$ cat src/rtl/serphy_ctrl.sv
module serphy_ctrl #(
  parameter int PRE_MIN = 8
) (
  input  logic       clk,
  input  logic       rst_n,
  input  logic       serial_mode,
  input  logic [1:0] duplex_mode,
  input  logic       tx_tick,
  input  logic       rec_tick,
  input  logic       mac_tx_en,
  input  logic       mac_tx_er,
  input  logic [3:0] mac_txd,
  input  logic       line_rx_bit,
  input  logic       line_rx_act,
  input  logic       line_rx_err,
  output logic       line_tx_bit,
  output logic       line_tx_act,
  output logic       rx_clk_sel,
  output logic       rx_clk_en,
  output logic       mac_rx_dv,
  output logic       mac_rx_er,
  output logic [3:0] mac_rxd,
  output logic       mac_crs,
  output logic       mac_col
);
  localparam int CW = $clog2(PRE_MIN + 1);
  localparam logic [CW-1:0] RUN_TOP = CW'(PRE_MIN);

  logic [CW-1:0] run_len;
  logic          prev_bit;
  logic          rx_bit0;
  logic          half_dx;
  logic          unused_lanes;

  assign unused_lanes = ^{mac_txd[3:1], mac_tx_er};

  always_ff @(posedge clk or negedge rst_n)
    if (!rst_n) begin
      line_tx_act <= 1'b0;
      line_tx_bit <= 1'b0;
    end else if (tx_tick) begin
      line_tx_act <= serial_mode & mac_tx_en;
      line_tx_bit <= serial_mode & mac_tx_en & mac_txd[0];
    end

  always_ff @(posedge clk or negedge rst_n)
    if (!rst_n)          rx_clk_sel <= 1'b0;
    else if (!mac_rx_dv) rx_clk_sel <= serial_mode & line_rx_act;

  assign rx_clk_en = rx_clk_sel ? rec_tick : tx_tick;

  always_ff @(posedge clk or negedge rst_n)
    if (!rst_n) begin
      mac_rx_dv <= 1'b0;
      run_len   <= '0;
      prev_bit  <= 1'b0;
      rx_bit0   <= 1'b0;
    end else if (!serial_mode || !line_rx_act || line_rx_err) begin
      mac_rx_dv <= 1'b0;
      run_len   <= '0;
      prev_bit  <= 1'b0;
      rx_bit0   <= 1'b0;
    end else if (rx_clk_en) begin
      prev_bit <= line_rx_bit;
      if (mac_rx_dv)
        rx_bit0 <= line_rx_bit;
      else if (run_len == '0)
        run_len <= CW'(1);
      else if (line_rx_bit != prev_bit)
        run_len <= (run_len == RUN_TOP) ? run_len : run_len + CW'(1);
      else if (line_rx_bit && run_len >= RUN_TOP)
        mac_rx_dv <= 1'b1;
      else
        run_len <= CW'(1);
    end

  assign mac_rxd   = {3'b000, rx_bit0};
  assign mac_rx_er = 1'b0;

  assign half_dx = (duplex_mode == 2'b00);
  assign mac_crs = serial_mode & (line_rx_act | (half_dx & line_tx_act));
  assign mac_col = serial_mode & half_dx & line_tx_act & line_rx_act;

  assert_txact_on_tick_R1: assert property (@(posedge clk) disable iff (!rst_n)
    !$past(tx_tick) |-> $stable(line_tx_act));

  assert_sel_hold_R3: assert property (@(posedge clk) disable iff (!rst_n)
    $past(mac_rx_dv) |-> rx_clk_sel == $past(rx_clk_sel));

  assert_dv_on_strobe_R4: assert property (@(posedge clk) disable iff (!rst_n)
    $rose(mac_rx_dv) |-> $past(rx_clk_en));

  assert_dv_carrier_R6: assert property (@(posedge clk) disable iff (!rst_n)
    mac_rx_dv |-> $past(line_rx_act && !line_rx_err));

  assert_col_crs_R9: assert property (@(posedge clk) disable iff (!rst_n)
    mac_col |-> mac_crs);

  assert_dv_mode_R10: assert property (@(posedge clk) disable iff (!rst_n)
    $rose(mac_rx_dv) |-> $past(serial_mode));
endmodule

$ cat config.mk
export PLATFORM = sky130hd
export DESIGN_NAME = serphy_ctrl
export DESIGN_NICKNAME = d
export VERILOG_FILES = /design/src/rtl/serphy_ctrl.sv
export SDC_FILE = /design/constraint.sdc
export NUM_CORES = 1
export LEC_CHECK = 0
export ABC_AREA = 1
export BUFFER_PORTS_ARGS = -buffer_cell sky130_fd_sc_hd__buf_2
export CAP_MARGIN = 10
export CORE_UTILIZATION = 46
export CTS_BUF_LIST = sky130_fd_sc_hd__clkbuf_4 sky130_fd_sc_hd__clkbuf_8 sky130_fd_sc_hd__clkbuf_16
export DETAILED_ROUTE_END_ITERATION = 10
export PLACE_DENSITY = 0.77
export RECOVER_POWER = 50
export SYNTH_ARGS = -nofsm -noshare
export SYNTH_HDL_FRONTEND = slang
export SYNTH_SLANG_ARGS = --single-unit
$ cat constraint.sdc
create_clock -name clk -period 1.7 [get_ports clk]
set_input_delay 0.085 -clock clk [delete_from_list [all_inputs] [get_ports clk]]
set_output_delay 0.085 -clock clk [all_outputs]
set_load 0.005 [all_outputs]
; ---- After elaboration in Yosys (flattened, before gate mapping)
; Cells that the tools add are included.
[totals]
elab_cells = 53
in_bits = 16
output_inout_bits = 12
register_bits = 10
[classes]
add_sub_neg = 1
order_cmp = 1
n_reduce_logical = 11
eq_ne = 5
n_mux = 19
n_bitwise = 9
[op_table]
columns = op, n
row1 = $mux W4, 7
row2 = $mux W1, 12
row3 = $and A1 B1 Y1, 8
row4 = $ne A4 B4 Y1 const B, 2
row5 = $add A4 B1 Y4 const B, 1
row6 = $eq A4 B4 Y1 const B, 1
row7 = $ge A4 B4 Y1 const B, 1
row8 = $logic_not A4 Y1, 1
row9 = $reduce_and A4 Y1, 1
row10 = $reduce_bool A2 Y1, 2
row11 = $logic_not A1 Y1, 2
row12 = $logic_not A2 Y1, 1
row13 = $logic_or A1 B1 Y1, 2
row14 = $ne A2 B1 Y1 const B, 1
row15 = $reduce_and A2 Y1, 1
row16 = $logic_and A1 B1 Y1, 1
row17 = $ne A1 B1 Y1, 1
row18 = $or A1 B1 Y1, 1

; ---- Depth between registers and ports, before layout
; Gate-level depths: netlist of the first run.
[depth]
ltp_word = 8
depth_mapped = 10
depth_no_buf = 10

; ---- Worst setup path before layout of the first run
; OpenSTA, ideal clock, no wires.
[synth_path]
path_type = reg2reg
start = reg run_len[0]
end = reg run_len[0]
stages_incl_launch_ff = 10
t_arrival_ns = 1.104
setup_ns = 0.116
path_buffers = 0
path_slack_ns = 0.480
required_ns = 1.584
period_less_slack_ns = 1.220
path_cell_list = dfrtp_1 inv_1 ha_1 inv_1 nor2_1 nand2_1 a21oi_1 nor2_2 nand2_1 nand2_1
[synth_between]
elab_chain_len = 7
elab_cells_between_ends = 14
classes_between = add/sub (1) / order compare (1) / eq/ne (3) / mux (6) / reduce/logical (3)
[synth_lines]
columns = item, line
row1 = "start, declared", 29  ; logic [CW-1:0] run_len;
row2 = "start signal, assigned", 70  ; run_len <= (run_len == RUN_TOP) ? run_len : run_len + CW'(1);
row3 = $add A4 B1 Y4, 70
row4 = $mux W4, 70
row5 = $mux W4, 69  ; else if (line_rx_bit != prev_bit)
row6 = $mux W4, 67  ; else if (run_len == '0)
row7 = $mux W4, 65  ; if (mac_rx_dv)
row8 = $mux W4, 63  ; end else if (rx_clk_en) begin
row9 = $mux W4, 58  ; end else if (!serial_mode || !line_rx_act || line_rx_err) begin
; Parallel ways exist; a longest one is shown, timed or not. The select of a mux whose other input is x is not followed.
; A chain may end at the register's enable or synchronous reset.

; ---- Worst setup path in the final report of the first run
[layout_path]
start = reg run_len[0]
end = reg run_len[1]
; The elaborated chain is that of the path after synthesis.

==> run_summary.xml, run 1 <==
<?xml version="1.0" encoding="UTF-8"?>
<metrics>
  <group name="clock_network">
    <metric name="numCtsBuffers" unit="">3</metric>
    <metric name="ctsRootBufferMaster" unit="">clkbuf_4</metric>
    <metric name="ctsHtreeMaxLevel" unit="">1</metric>
    <metric name="cts.sink_count" unit="">10</metric>
    <metric name="clk_latency" unit="ns">0.26</metric>
    <metric name="post_cts_buffers" unit="">0</metric>
    <metric name="clk_path_buf_depth" unit="">2</metric>
    <metric name="post_cts_hold_buffer_count" unit="">1</metric>
    <metric name="cts.clk_slew.worst_paths" unit="ns">0.06</metric>
    <metric name="cts_tree" unit="">built</metric>
    <metric name="post_cts_resize_count" unit="">0</metric>
  </group>
  <group name="sta">
    <metric name="fmax" unit="MHz">755.3</metric>
    <metric name="final.period_utilization" unit="%">77.89</metric>
    <metric name="finalCriticalPeriod" unit="ns">1.324</metric>
    <metric name="slew-limit-headroom" unit="%">65.49</metric>
    <metric name="setup_total_negative_slack" unit="ns">0</metric>
    <metric name="hold_viol" unit="">0</metric>
    <metric name="rsz0062_at_grt" unit="">false</metric>
    <metric name="final.hold.worst_slack" unit="ns">0.07366</metric>
    <metric name="timing_worst_slew_pin_value" unit="ns">0.5177</metric>
    <metric name="skew" unit="ns">0.005577</metric>
    <metric name="slew_viol_final" unit="">0</metric>
    <metric name="layout_setup_ws" unit="ns">0.3759</metric>
    <metric name="number_of_setup_violations_in_the_final_report" unit="">0</metric>
  </group>
  <group name="layout">
    <metric name="postLayoutCellArea" unit="um^2">818.3</metric>
    <metric name="final_nets" unit="">143</metric>
    <metric name="fin_util" unit="%">60.61</metric>
    <metric name="fraction_of_final_layout_cells_with_drive_strength_greater_than_1" unit="%">22.58</metric>
    <metric name="antenna-diode-count" unit="">0</metric>
    <metric name="finish.cell_count_without_fillers" unit="">139</metric>
    <metric name="area.growth.synth_to_final" unit="%">19.34</metric>
  </group>
  <group name="drt">
    <metric name="detail_route.wl_per_cell" unit="um">9.317</metric>
    <metric name="detail_route.iter0.violations" unit="">15</metric>
    <metric name="drtPass1Iterations" unit="">4</metric>
    <metric name="detail_route.drc_violations" unit="">0</metric>
    <metric name="antenna_left" unit="">0</metric>
    <metric name="avgViaCountPerCell" unit="">4.676</metric>
    <metric name="drt_wl_total" unit="mm">1.295</metric>
    <metric name="dr_total_vias" unit="">650</metric>
  </group>
  <group name="setup_path">
    <metric name="crit_path_start_kind" unit="">register</metric>
    <metric name="worst-setup-path-type" unit="">reg -&gt; reg</metric>
    <metric name="crit_required" unit="ns">1.85</metric>
    <metric name="worstPathMaxFanout" unit="">5</metric>
    <metric name="cp_data_arrival_time" unit="ns">1.47</metric>
    <metric name="worst_setup_path_end_kind" unit="">register</metric>
  </group>
  <group name="grt">
    <metric name="globalRoute.totalOverflow" unit="">0</metric>
    <metric name="pin_count_of_the_biggest_net_entering_global_routing" unit="">11</metric>
    <metric name="number_of_antenna_violations_at_the_first_check_in_global_routing" unit="">0</metric>
    <metric name="grt_use_total" unit="%">21.13</metric>
    <metric name="grt_pass1_vias" unit="">561</metric>
    <metric name="grt_pass1_wl" unit="mm">2.208</metric>
  </group>
  <group name="floorplan">
    <metric name="design.portCount" unit="">28</metric>
    <metric name="core.rowCount" unit="">13</metric>
    <metric name="initial_utilization" unit="%">50.79</metric>
    <metric name="dieHeight" unit="um">40.61</metric>
    <metric name="dieArea" unit="um^2">1649</metric>
    <metric name="design.core.area" unit="um^2">1350</metric>
    <metric name="die_x" unit="um">40.61</metric>
  </group>
  <group name="power_and_ir_drop">
    <metric name="post-layout-total-power" unit="uW">526.0</metric>
    <metric name="p_per_area" unit="nW/um^2">642.8</metric>
    <metric name="max-vdd-ir-drop" unit="V">0.0005630</metric>
    <metric name="p_leak" unit="nW">0.5043</metric>
  </group>
  <group name="logic_synthesis">
    <metric name="synth.cell_area" unit="um^2">685.7</metric>
    <metric name="synth_cells" unit="">102</metric>
    <metric name="synth-seq-cells" unit="">10</metric>
    <metric name="syn-mean-instance-area" unit="um^2">6.722</metric>
    <metric name="synth_warnings" unit="">0</metric>
    <metric name="yosysUniqueCellTypes" unit="">17</metric>
    <metric name="synth-seq-area-share" unit="%">36.50</metric>
  </group>
  <group name="hold_path">
    <metric name="worstHoldPathType" unit="">in -&gt; reg</metric>
  </group>
  <group name="place">
    <metric name="post_dp_cell_area" unit="um^2">773.2</metric>
    <metric name="i_o_buffers" unit="">19</metric>
    <metric name="place_ws" unit="ns">0.3847</metric>
    <metric name="place.detailed.hpwl" unit="mm">1.073</metric>
    <metric name="dpl.cell_count" unit="">134</metric>
    <metric name="gp_congestion" unit="">0.8805</metric>
  </group>
  <group name="run">
    <metric name="max_cap_violations" unit="">0</metric>
  </group>
  <group name="outcome">
    <metric name="status" unit="">complete, no violations</metric>
  </group>
</metrics>
[state kept, by name, summed over array words and instances, names as in the netlist]
register,count
run_len,4
line_tx_bit,1
mac_rx_dv,1
rx_bit0,1
rx_clk_sel,1
line_tx_act,1
prev_bit,1
[power by group]
group | total [mW] | switching, mW | internal (mW)
Sequential | 0.249 | 0.00512 | 0.244
Clock | 0.205 | 0.0757 | 0.130
Combinational | 0.0714 | 0.0438 | 0.0277
[worst max-delay path, stage by stage (launching register included)]
cell	delay, ns
dfrtp_1	0.42
inv_1	0.10
ha_1	0.14
inv_1	0.03
nor2_1	0.11
nand2_1	0.08
a21oi_1	0.15
nor2_2	0.07
nand2_1	0.07
nand2_1	0.05
[per-layer routing]
layer | wire [um] | vias to the layer above | global-route usage [%] | share of wire, %
met5 | 0 | - | 0 | 0
met4 | 6 | 0 | 5.833 | 0.46
met3 | 59 | 2 | 10.00 | 4.6
met2 | 633 | 12 | 36.51 | 49
met1 | 596 | 289 | 22.71 | 46
li1 | - | 347 | - | -
[cells in the final DEF, fill, tap and decap left out]
cell           instances
nand3_1                8
clkbuf_8               1
nand2_1               33
o31ai_1                1
nor2_2                 1
a21oi_1                2
o21ai_1                1
clkbuf_1               1
conb_1                 4
nand4_1                2
buf_2                 18
dlygate4sd3_1          1
inv_1                 16
o21ai_0                4
ha_1                   2
dfrtp_1               10
nor2_1                11
inv_4                  1
nand3_4                1
nand2_2                3
clkbuf_4               3
[synthesized netlist by cell type]
cell	count	area [um^2]
nor2_2	1	6.260
o31ai_1	1	7.510
nand3_4	1	17.52
nand4_1	2	12.51
conb_1	1	3.750
nor2_1	11	41.29
o21ai_0	4	20.02
dfrtp_1	10	250.2
inv_4	1	6.260
o21ai_1	1	5.000
nand2_2	3	18.77
inv_1	16	60.06
a21oi_1	2	10.01
nand2_1	33	123.9
ha_1	2	25.02
buf_4	5	37.54
nand3_1	8	40.04
[worst paths after layout]
| path | start | endpoint | slack (ns) | depth (start not counted) |
|---|---|---|---|---|
| min in group asynchronous | rst_n | rx_clk_sel | 0.30 | 2 |
| hold / removal | mac_txd[0] | line_tx_bit | 0.07 | 3 |
| max in group asynchronous | rst_n | run_len[0] | 1.05 | 2 |
| hold reg to reg | line_tx_bit | line_tx_bit | 0.50 | 2 |
| setup reg to reg | run_len[0] | run_len[1] | 0.38 | 9 |
| setup / recovery | run_len[0] | run_len[1] | 0.38 | 9 |
[cell type report]
type                            count  area [um^2]
Tap cell                           15        18.77
Inverter                           17        66.31
Multi-Input combinational cell     73        342.8
Fill cell                         133        531.8
Sequential cell                    10        250.2
Timing Repair Buffer               20        103.9
Clock buffer                        4        36.28
[kinds of logic (layout without fill, tap and decap cells)]
group                      Yosys count  count (layout)  share of synthesized area, %
AOI/OAI and AO/OA                    8               8                         6.204
adders and majority gates            2               2                         3.649
and+or+nand+nor                     59              59                         37.96
buffers and inverters               22              41                         15.15
DFF                                 10              10                         36.50
other                                1               4                        0.5469
(Power assumes the default switching activity.)
==> run 2, diff against run 1 <==
==> constraint.sdc (replaced) <==
create_clock -name clk -period 1.4 [get_ports clk]
set_input_delay 0.07 -clock clk [delete_from_list [all_inputs] [get_ports clk]]
set_output_delay 0.07 -clock clk [all_outputs]
set_load 0.005 [all_outputs]
==> run 2 against run 1 <==
Against the previous run: power grew 22%; non-clock buffer count rose by 1; global-route usage down 1.5 points; clock power up 23%; combinational power rose by 24%; sequential power grew 21%; cell area increased by 1.1%; wire length decreased by 3.5%; first-iteration DRC count stayed put; register-to-register slack lost 0.28 ns; fmax up 1.9%.
==> run_summary.xml, run 2 (synthesis results as in run 1) <==
<?xml version="1.0" encoding="UTF-8"?>
<metrics>
  <group name="outcome">
    <metric name="status" unit="">complete, no violations</metric>
  </group>
  <group name="clock_network">
    <metric name="clk_latency" unit="ns">0.26</metric>
    <metric name="cts.clk_slew.worst_paths" unit="ns">0.06</metric>
    <metric name="cts_tree" unit="">built</metric>
    <metric name="numCtsBuffers" unit="">3</metric>
    <metric name="post_cts_buffers" unit="">0</metric>
    <metric name="ctsHtreeMaxLevel" unit="">1</metric>
    <metric name="clk_path_buf_depth" unit="">2</metric>
    <metric name="ctsRootBufferMaster" unit="">clkbuf_4</metric>
    <metric name="cts.sink_count" unit="">10</metric>
  </group>
  <group name="sta">
    <metric name="skew" unit="ns">0.006196</metric>
    <metric name="slew-limit-headroom" unit="%">64.65</metric>
    <metric name="setup_total_negative_slack" unit="ns">0</metric>
    <metric name="timing_worst_slew_pin_value" unit="ns">0.5303</metric>
    <metric name="number_of_setup_violations_in_the_final_report" unit="">0</metric>
    <metric name="finalCriticalPeriod" unit="ns">1.299</metric>
    <metric name="final.period_utilization" unit="%">92.81</metric>
    <metric name="slew_viol_final" unit="">0</metric>
    <metric name="hold_viol" unit="">0</metric>
    <metric name="final.hold.worst_slack" unit="ns">0.06077</metric>
    <metric name="rsz0062_at_grt" unit="">false</metric>
    <metric name="fmax" unit="MHz">769.7</metric>
  </group>
  <group name="grt">
    <metric name="number_of_antenna_violations_at_the_first_check_in_global_routing" unit="">0</metric>
    <metric name="globalRoute.totalOverflow" unit="">0</metric>
    <metric name="grt_pass1_vias" unit="">552</metric>
    <metric name="grt_pass1_wl" unit="mm">2.056</metric>
    <metric name="grt_use_total" unit="%">19.61</metric>
    <metric name="pin_count_of_the_biggest_net_entering_global_routing" unit="">11</metric>
  </group>
  <group name="layout">
    <metric name="commonest_cells_after_routing_fill_and_taps_aside" unit="">33 x nand2_1, 18 x buf_2, 16 x inv_1, 11 x nor2_1, 9 x dfrtp_1</metric>
    <metric name="postLayoutCellArea" unit="um^2">827.0</metric>
    <metric name="final_common_cell" unit="">nand2_1</metric>
    <metric name="fin_util" unit="%">61.26</metric>
    <metric name="final_nets" unit="">144</metric>
    <metric name="regMostFlops" unit="">run_len</metric>
    <metric name="finish.cell_count_without_fillers" unit="">140</metric>
    <metric name="area.growth.synth_to_final" unit="%">20.62</metric>
    <metric name="largest_reg_flops" unit="">4</metric>
    <metric name="fraction_of_final_layout_cells_with_drive_strength_greater_than_1" unit="%">24.00</metric>
    <metric name="antenna-diode-count" unit="">0</metric>
  </group>
  <group name="run">
    <metric name="max_cap_violations" unit="">0</metric>
  </group>
  <group name="floorplan">
    <metric name="dieHeight" unit="um">40.61</metric>
    <metric name="design.core.area" unit="um^2">1350</metric>
    <metric name="die_x" unit="um">40.61</metric>
    <metric name="core.rowCount" unit="">13</metric>
    <metric name="dieArea" unit="um^2">1649</metric>
    <metric name="initial_utilization" unit="%">50.79</metric>
    <metric name="design.portCount" unit="">28</metric>
  </group>
  <group name="drt">
    <metric name="antenna_left" unit="">0</metric>
    <metric name="detail_route.drc_violations" unit="">0</metric>
    <metric name="detail_route.iter0.violations" unit="">15</metric>
    <metric name="avgViaCountPerCell" unit="">4.557</metric>
    <metric name="drtPass1Iterations" unit="">4</metric>
    <metric name="drt_wl_total" unit="mm">1.250</metric>
    <metric name="detail_route.wl_per_cell" unit="um">8.929</metric>
    <metric name="dr_total_vias" unit="">638</metric>
  </group>
  <group name="hold_path">
    <metric name="worstHoldEndpoint" unit="">line_tx_bit</metric>
    <metric name="worstHoldPathType" unit="">in -&gt; reg</metric>
    <metric name="worstHoldStart" unit="">mac_txd[0]</metric>
    <metric name="timing.hold.worst_path_depth" unit="">3</metric>
  </group>
  <group name="setup_path">
    <metric name="crit_path_frequent_cell" unit="">nand2_1</metric>
    <metric name="crit_cells" unit="">9</metric>
    <metric name="timing.reg2reg.worst_path_depth" unit="">9</metric>
    <metric name="reg2reg_setup_slack" unit="ns">0.10</metric>
    <metric name="reg2reg_to" unit="">run_len[1]</metric>
    <metric name="cp_data_arrival_time" unit="ns">1.45</metric>
    <metric name="crit_required" unit="ns">1.55</metric>
    <metric name="worst-setup-path-type" unit="">reg -&gt; reg</metric>
    <metric name="worst_setup_path_end_kind" unit="">register</metric>
    <metric name="timing.critical_path.buf_inv" unit="">2</metric>
    <metric name="cp_slowest_cell" unit="">dfrtp_2</metric>
    <metric name="worst_path_dominant_cell_family" unit="">flip-flops</metric>
    <metric name="crit_path_start_kind" unit="">register</metric>
    <metric name="worstPathMaxFanout" unit="">5</metric>
    <metric name="cp_cell_sequence" unit="">inv_1 &gt; ha_1 &gt; inv_1 &gt; nor2_1 &gt; nand2_1 &gt; a21oi_1 &gt; nor2_2 &gt; nand2_1 &gt; nand2_1</metric>
    <metric name="timing.critical_path.slowest_cell_delay" unit="ns">0.43</metric>
    <metric name="regToRegStartpoint" unit="">run_len[1]</metric>
  </group>
  <group name="power_and_ir_drop">
    <metric name="p_leak" unit="nW">0.5079</metric>
    <metric name="p_per_area" unit="nW/um^2">776.3</metric>
    <metric name="max-vdd-ir-drop" unit="V">0.0007370</metric>
  </group>
  <group name="place">
    <metric name="gp_congestion" unit="">0.8764</metric>
    <metric name="post_dp_cell_area" unit="um^2">780.7</metric>
    <metric name="dpl.cell_count" unit="">135</metric>
    <metric name="place.detailed.hpwl" unit="mm">1.023</metric>
    <metric name="i_o_buffers" unit="">19</metric>
  </group>
</metrics>
==> run 2: cell types whose count changed in the layout (fill, tap and decap cells not counted), sizes merged <==
cell  change
buf       +1
==> run 2: cell type report <==
| cell class | count | area [um^2] |
|---|---|---|
| clock buffers | 4 | 36.28 |
| fillers | 128 | 523.0 |
| inverters | 17 | 66.31 |
| multi-input cells | 73 | 342.8 |
| flip-flops and latches | 10 | 251.5 |
| well taps | 15 | 18.77 |
| repair buffers | 21 | 111.4 |
==> run 2: power by group <==
group / leakage (nW) / switching (mW) / internal [mW]
clock network: 0.0210 / 0.0945 / 0.158
logic: 0.352 / 0.0535 / 0.0352
registers: 0.135 / 0.00499 / 0.296
total: 0.508 / 0.153 / 0.489
==> run 2: metal layers <==
metal | up-vias | GRT usage [%] | wire length (um)
met2 | 13 | 34.13 | 606
li1 | 351 | - | -
met5 | - | 0 | 0
met3 | 0 | 10.00 | 80
met4 | 0 | 3.333 | 0
met1 | 274 | 21.28 | 563
==> run 2: worst max-delay path by stage <==
| stage | slack (ns) | from | end |
|---|---|---|---|
| 6_report | 0.10 | run_len[1] | run_len[1] |
| 2_1_floorplan | 0.18 | run_len[0] | run_len[0] |
| 4_1_cts | 0.1 | run_len[1] | run_len[1] |
| 5_1_grt | 0.005 | run_len[1] | run_len[1] |
| 3_5_place_dp | 0.11 | run_len[1] | run_len[1] |
| 3_3_place_gp | 0.12 | run_len[1] | run_len[0] |
==> run 2: worst reg2reg max path, stage by stage (launching register included) <==
cell and delay [ns]:
dfrtp_2 0.43, inv_1 0.06, ha_1 0.13, inv_1 0.03
nor2_1 0.11, nand2_1 0.09, a21oi_1 0.16, nor2_2 0.07
nand2_1 0.06, nand2_1 0.05
==> run 2: what timing repair did <==
action | CTS | global route
endpoints found under the hold margin | 10 | 0
hold buffers | 1 | 0
setup endpoints to repair | 0 | 4
gates resized for setup | 0 | 1
==> run 2: metrics by stage <==
step           setup slack (ns)  power [mW]
2_1_floorplan            0.1798      0.3583
3_3_place_gp             0.1177      0.3918
3_5_place_dp             0.1072      0.3936
4_1_cts                 0.09592      0.6515
5_1_grt                0.005327      0.6756
6_report                 0.1007      0.6421
==> run 3, diff against run 2 <==
--- a/config.mk
+++ b/config.mk
@@ -8,6 +8,7 @@
 export ABC_AREA = 1
 export BUFFER_PORTS_ARGS = -buffer_cell sky130_fd_sc_hd__buf_2
 export CAP_MARGIN = 10
+export CORE_MARGIN = 1.5
 export CORE_UTILIZATION = 46
 export CTS_BUF_LIST = sky130_fd_sc_hd__clkbuf_4 sky130_fd_sc_hd__clkbuf_8 sky130_fd_sc_hd__clkbuf_16
 export DETAILED_ROUTE_END_ITERATION = 10
==> run 3 against run 2 <==
Against the previous run: via count is 2.2% higher; register-to-register slack hardly changed; clock skew is 0.0041 ns lower; global-route usage is 1.9 points lower; clock power hardly changed; sequential share of layout area is 1.0 points lower; highest routed layer unchanged.
==> run_summary.xml, run 3 (synthesis results as in run 1) <==
<?xml version="1.0" encoding="UTF-8"?>
<metrics>
  <group name="setup_path">
    <metric name="worstPathMaxFanout" unit="">4</metric>
    <metric name="crit_required" unit="ns">1.55</metric>
    <metric name="crit_path_start_kind" unit="">register</metric>
    <metric name="worst_path_dominant_cell_family" unit="">simple AND/OR/NAND/NOR gates</metric>
    <metric name="worst-setup-path-type" unit="">reg -&gt; reg</metric>
    <metric name="crit_path_frequent_cell" unit="">nand2_1</metric>
    <metric name="cp_slowest_cell" unit="">dfrtp_1</metric>
    <metric name="worst_setup_path_end_kind" unit="">register</metric>
    <metric name="reg2reg_setup_slack" unit="ns">0.11</metric>
    <metric name="cp_data_arrival_time" unit="ns">1.44</metric>
    <metric name="reg2reg_to" unit="">run_len[1]</metric>
    <metric name="timing.critical_path.buf_inv" unit="">2</metric>
    <metric name="timing.reg2reg.worst_path_depth" unit="">9</metric>
    <metric name="cp_cell_sequence" unit="">inv_1 &gt; ha_1 &gt; inv_1 &gt; nor2_1 &gt; nand2_1 &gt; a21oi_2 &gt; nor2_2 &gt; nand2_1 &gt; nand2_1</metric>
    <metric name="timing.critical_path.slowest_cell_delay" unit="ns">0.37</metric>
    <metric name="regToRegStartpoint" unit="">run_len[0]</metric>
  </group>
  <group name="place">
    <metric name="dpl.cell_count" unit="">136</metric>
    <metric name="place.detailed.hpwl" unit="mm">1.074</metric>
    <metric name="place_ws" unit="ns">0.1148</metric>
    <metric name="i_o_buffers" unit="">19</metric>
    <metric name="gp_congestion" unit="">0.8578</metric>
  </group>
  <group name="sta">
    <metric name="slew-limit-headroom" unit="%">64.61</metric>
    <metric name="setup_total_negative_slack" unit="ns">0</metric>
    <metric name="fmax" unit="MHz">774.9</metric>
    <metric name="number_of_setup_violations_in_the_final_report" unit="">0</metric>
    <metric name="slew_viol_final" unit="">0</metric>
    <metric name="skew" unit="ns">0.002099</metric>
    <metric name="layout_setup_ws" unit="ns">0.1095</metric>
    <metric name="finalCriticalPeriod" unit="ns">1.290</metric>
    <metric name="final.period_utilization" unit="%">92.18</metric>
    <metric name="timing_worst_slew_pin_value" unit="ns">0.5309</metric>
    <metric name="hold_viol" unit="">0</metric>
  </group>
  <group name="drt">
    <metric name="drtPass1Iterations" unit="">4</metric>
    <metric name="detail_route.iter0.violations" unit="">12</metric>
    <metric name="drt_wl_total" unit="mm">1.304</metric>
    <metric name="antenna_left" unit="">0</metric>
    <metric name="detail_route.drc_violations" unit="">0</metric>
    <metric name="dr_total_vias" unit="">652</metric>
    <metric name="avgViaCountPerCell" unit="">4.624</metric>
    <metric name="detail_route.wl_per_cell" unit="um">9.248</metric>
  </group>
  <group name="clock_network">
    <metric name="cts.clk_slew.worst_paths" unit="ns">0.06</metric>
    <metric name="clk_path_buf_depth" unit="">2</metric>
    <metric name="clk_latency" unit="ns">0.26</metric>
    <metric name="cts_tree" unit="">built</metric>
    <metric name="numCtsBuffers" unit="">3</metric>
    <metric name="ctsHtreeMaxLevel" unit="">1</metric>
    <metric name="cts.sink_count" unit="">10</metric>
    <metric name="ctsRootBufferMaster" unit="">clkbuf_4</metric>
  </group>
  <group name="layout">
    <metric name="commonest_cells_after_routing_fill_and_taps_aside" unit="">32 x nand2_1, 18 x buf_2, 16 x inv_1, 11 x nor2_1, 10 x dfrtp_1</metric>
    <metric name="fraction_of_final_layout_cells_with_drive_strength_greater_than_1" unit="%">26.19</metric>
    <metric name="area.growth.synth_to_final" unit="%">24.27</metric>
    <metric name="largest_reg_flops" unit="">4</metric>
    <metric name="finish.cell_count_without_fillers" unit="">141</metric>
    <metric name="antenna-diode-count" unit="">0</metric>
    <metric name="regMostFlops" unit="">run_len</metric>
    <metric name="final_nets" unit="">145</metric>
    <metric name="fin_util" unit="%">63.11</metric>
    <metric name="final_common_cell" unit="">nand2_1</metric>
  </group>
  <group name="run">
    <metric name="max_cap_violations" unit="">0</metric>
  </group>
  <group name="grt">
    <metric name="grt_use_total" unit="%">17.76</metric>
    <metric name="grt_pass1_vias" unit="">586</metric>
    <metric name="globalRoute.totalOverflow" unit="">0</metric>
    <metric name="pin_count_of_the_biggest_net_entering_global_routing" unit="">11</metric>
    <metric name="number_of_antenna_violations_at_the_first_check_in_global_routing" unit="">0</metric>
    <metric name="grt_pass1_wl" unit="mm">2.339</metric>
  </group>
  <group name="floorplan">
    <metric name="core.rowCount" unit="">13</metric>
    <metric name="design.core.area" unit="um^2">1350</metric>
    <metric name="initial_utilization" unit="%">50.79</metric>
    <metric name="dieArea" unit="um^2">1731</metric>
    <metric name="design.portCount" unit="">28</metric>
    <metric name="die_x" unit="um">41.61</metric>
    <metric name="dieHeight" unit="um">41.61</metric>
  </group>
  <group name="power_and_ir_drop">
    <metric name="p_per_area" unit="nW/um^2">753.2</metric>
    <metric name="p_leak" unit="nW">0.5145</metric>
    <metric name="post-layout-total-power" unit="uW">641.8</metric>
    <metric name="max-vdd-ir-drop" unit="V">0.0005267</metric>
  </group>
  <group name="hold_path">
    <metric name="worstHoldPathType" unit="">in -&gt; reg</metric>
    <metric name="worstHoldStart" unit="">mac_txd[0]</metric>
    <metric name="timing.hold.worst_path_depth" unit="">3</metric>
    <metric name="worstHoldEndpoint" unit="">line_tx_bit</metric>
  </group>
  <group name="outcome">
    <metric name="status" unit="">complete, no violations</metric>
  </group>
</metrics>
run 3: final cells by class:
cell class | instances | area (um^2)
Sequential cell | 10 | 250.2
Timing Repair Buffer | 22 | 118.9
Tap cell | 15 | 18.77
Clock buffer | 4 | 36.28
Fill cell | 114 | 498.0
Multi-Input combinational cell | 73 | 361.6
Inverter | 17 | 66.31
run 3: what timing repair did:
item                       in CTS  in global routing
hold endpoints to repair       10                  0
hold buffers                    1                  0
setup endpoints to repair       0                  4
setup buffers                   0                  0
gates resized for setup         0                  4
run 3: worst reg2reg max path, delay by kind of cell, from the launching register on:
kind / cells / cell delay [ns]
compound gates: 1 / 0.14
fa+ha+maj: 1 / 0.14
buf+inv: 2 / 0.12
flops: 1 / 0.37
simple gates: 5 / 0.40
run 3: worst max-delay path by stage:
stage | startpoint | end | slack, ns | cells after the start
after floorplan | run_len[0] | run_len[0] | 0.18 | 9
after global placement | run_len[0] | run_len[0] | 0.14 | 9
after detailed placement | run_len[0] | run_len[1] | 0.11 | 9
after CTS | run_len[0] | run_len[1] | 0.10 | 9
after global routing | run_len[0] | run_len[0] | -0.01 | 9
final | run_len[0] | run_len[1] | 0.11 | 9
run 3: metal layers:
| layer | GRT usage [%] | share of wire [%] | wire, um |
|---|---|---|---|
| met5 | 0 | 0 | 0 |
| met3 | 8.261 | 5.1 | 67 |
| met1 | 21.76 | 46 | 596 |
| met4 | 3.871 | 0 | 0 |
| met2 | 28.44 | 49 | 641 |
run 3: through the flow:
step	hold WS, ns	area [um^2]
floorplan	-0.2256	696.9
global placement	-0.06229	788.3
detailed placement	-0.06244	788.3
CTS	0.05766	834.6
global route	0.07326	852.1
finish	0.05771	852.1
run 3: power by group:
group	switching, mW	internal (mW)
sequential	0.00494	0.296
combinational	0.0555	0.0353
clock	0.0922	0.158
total	0.153	0.489
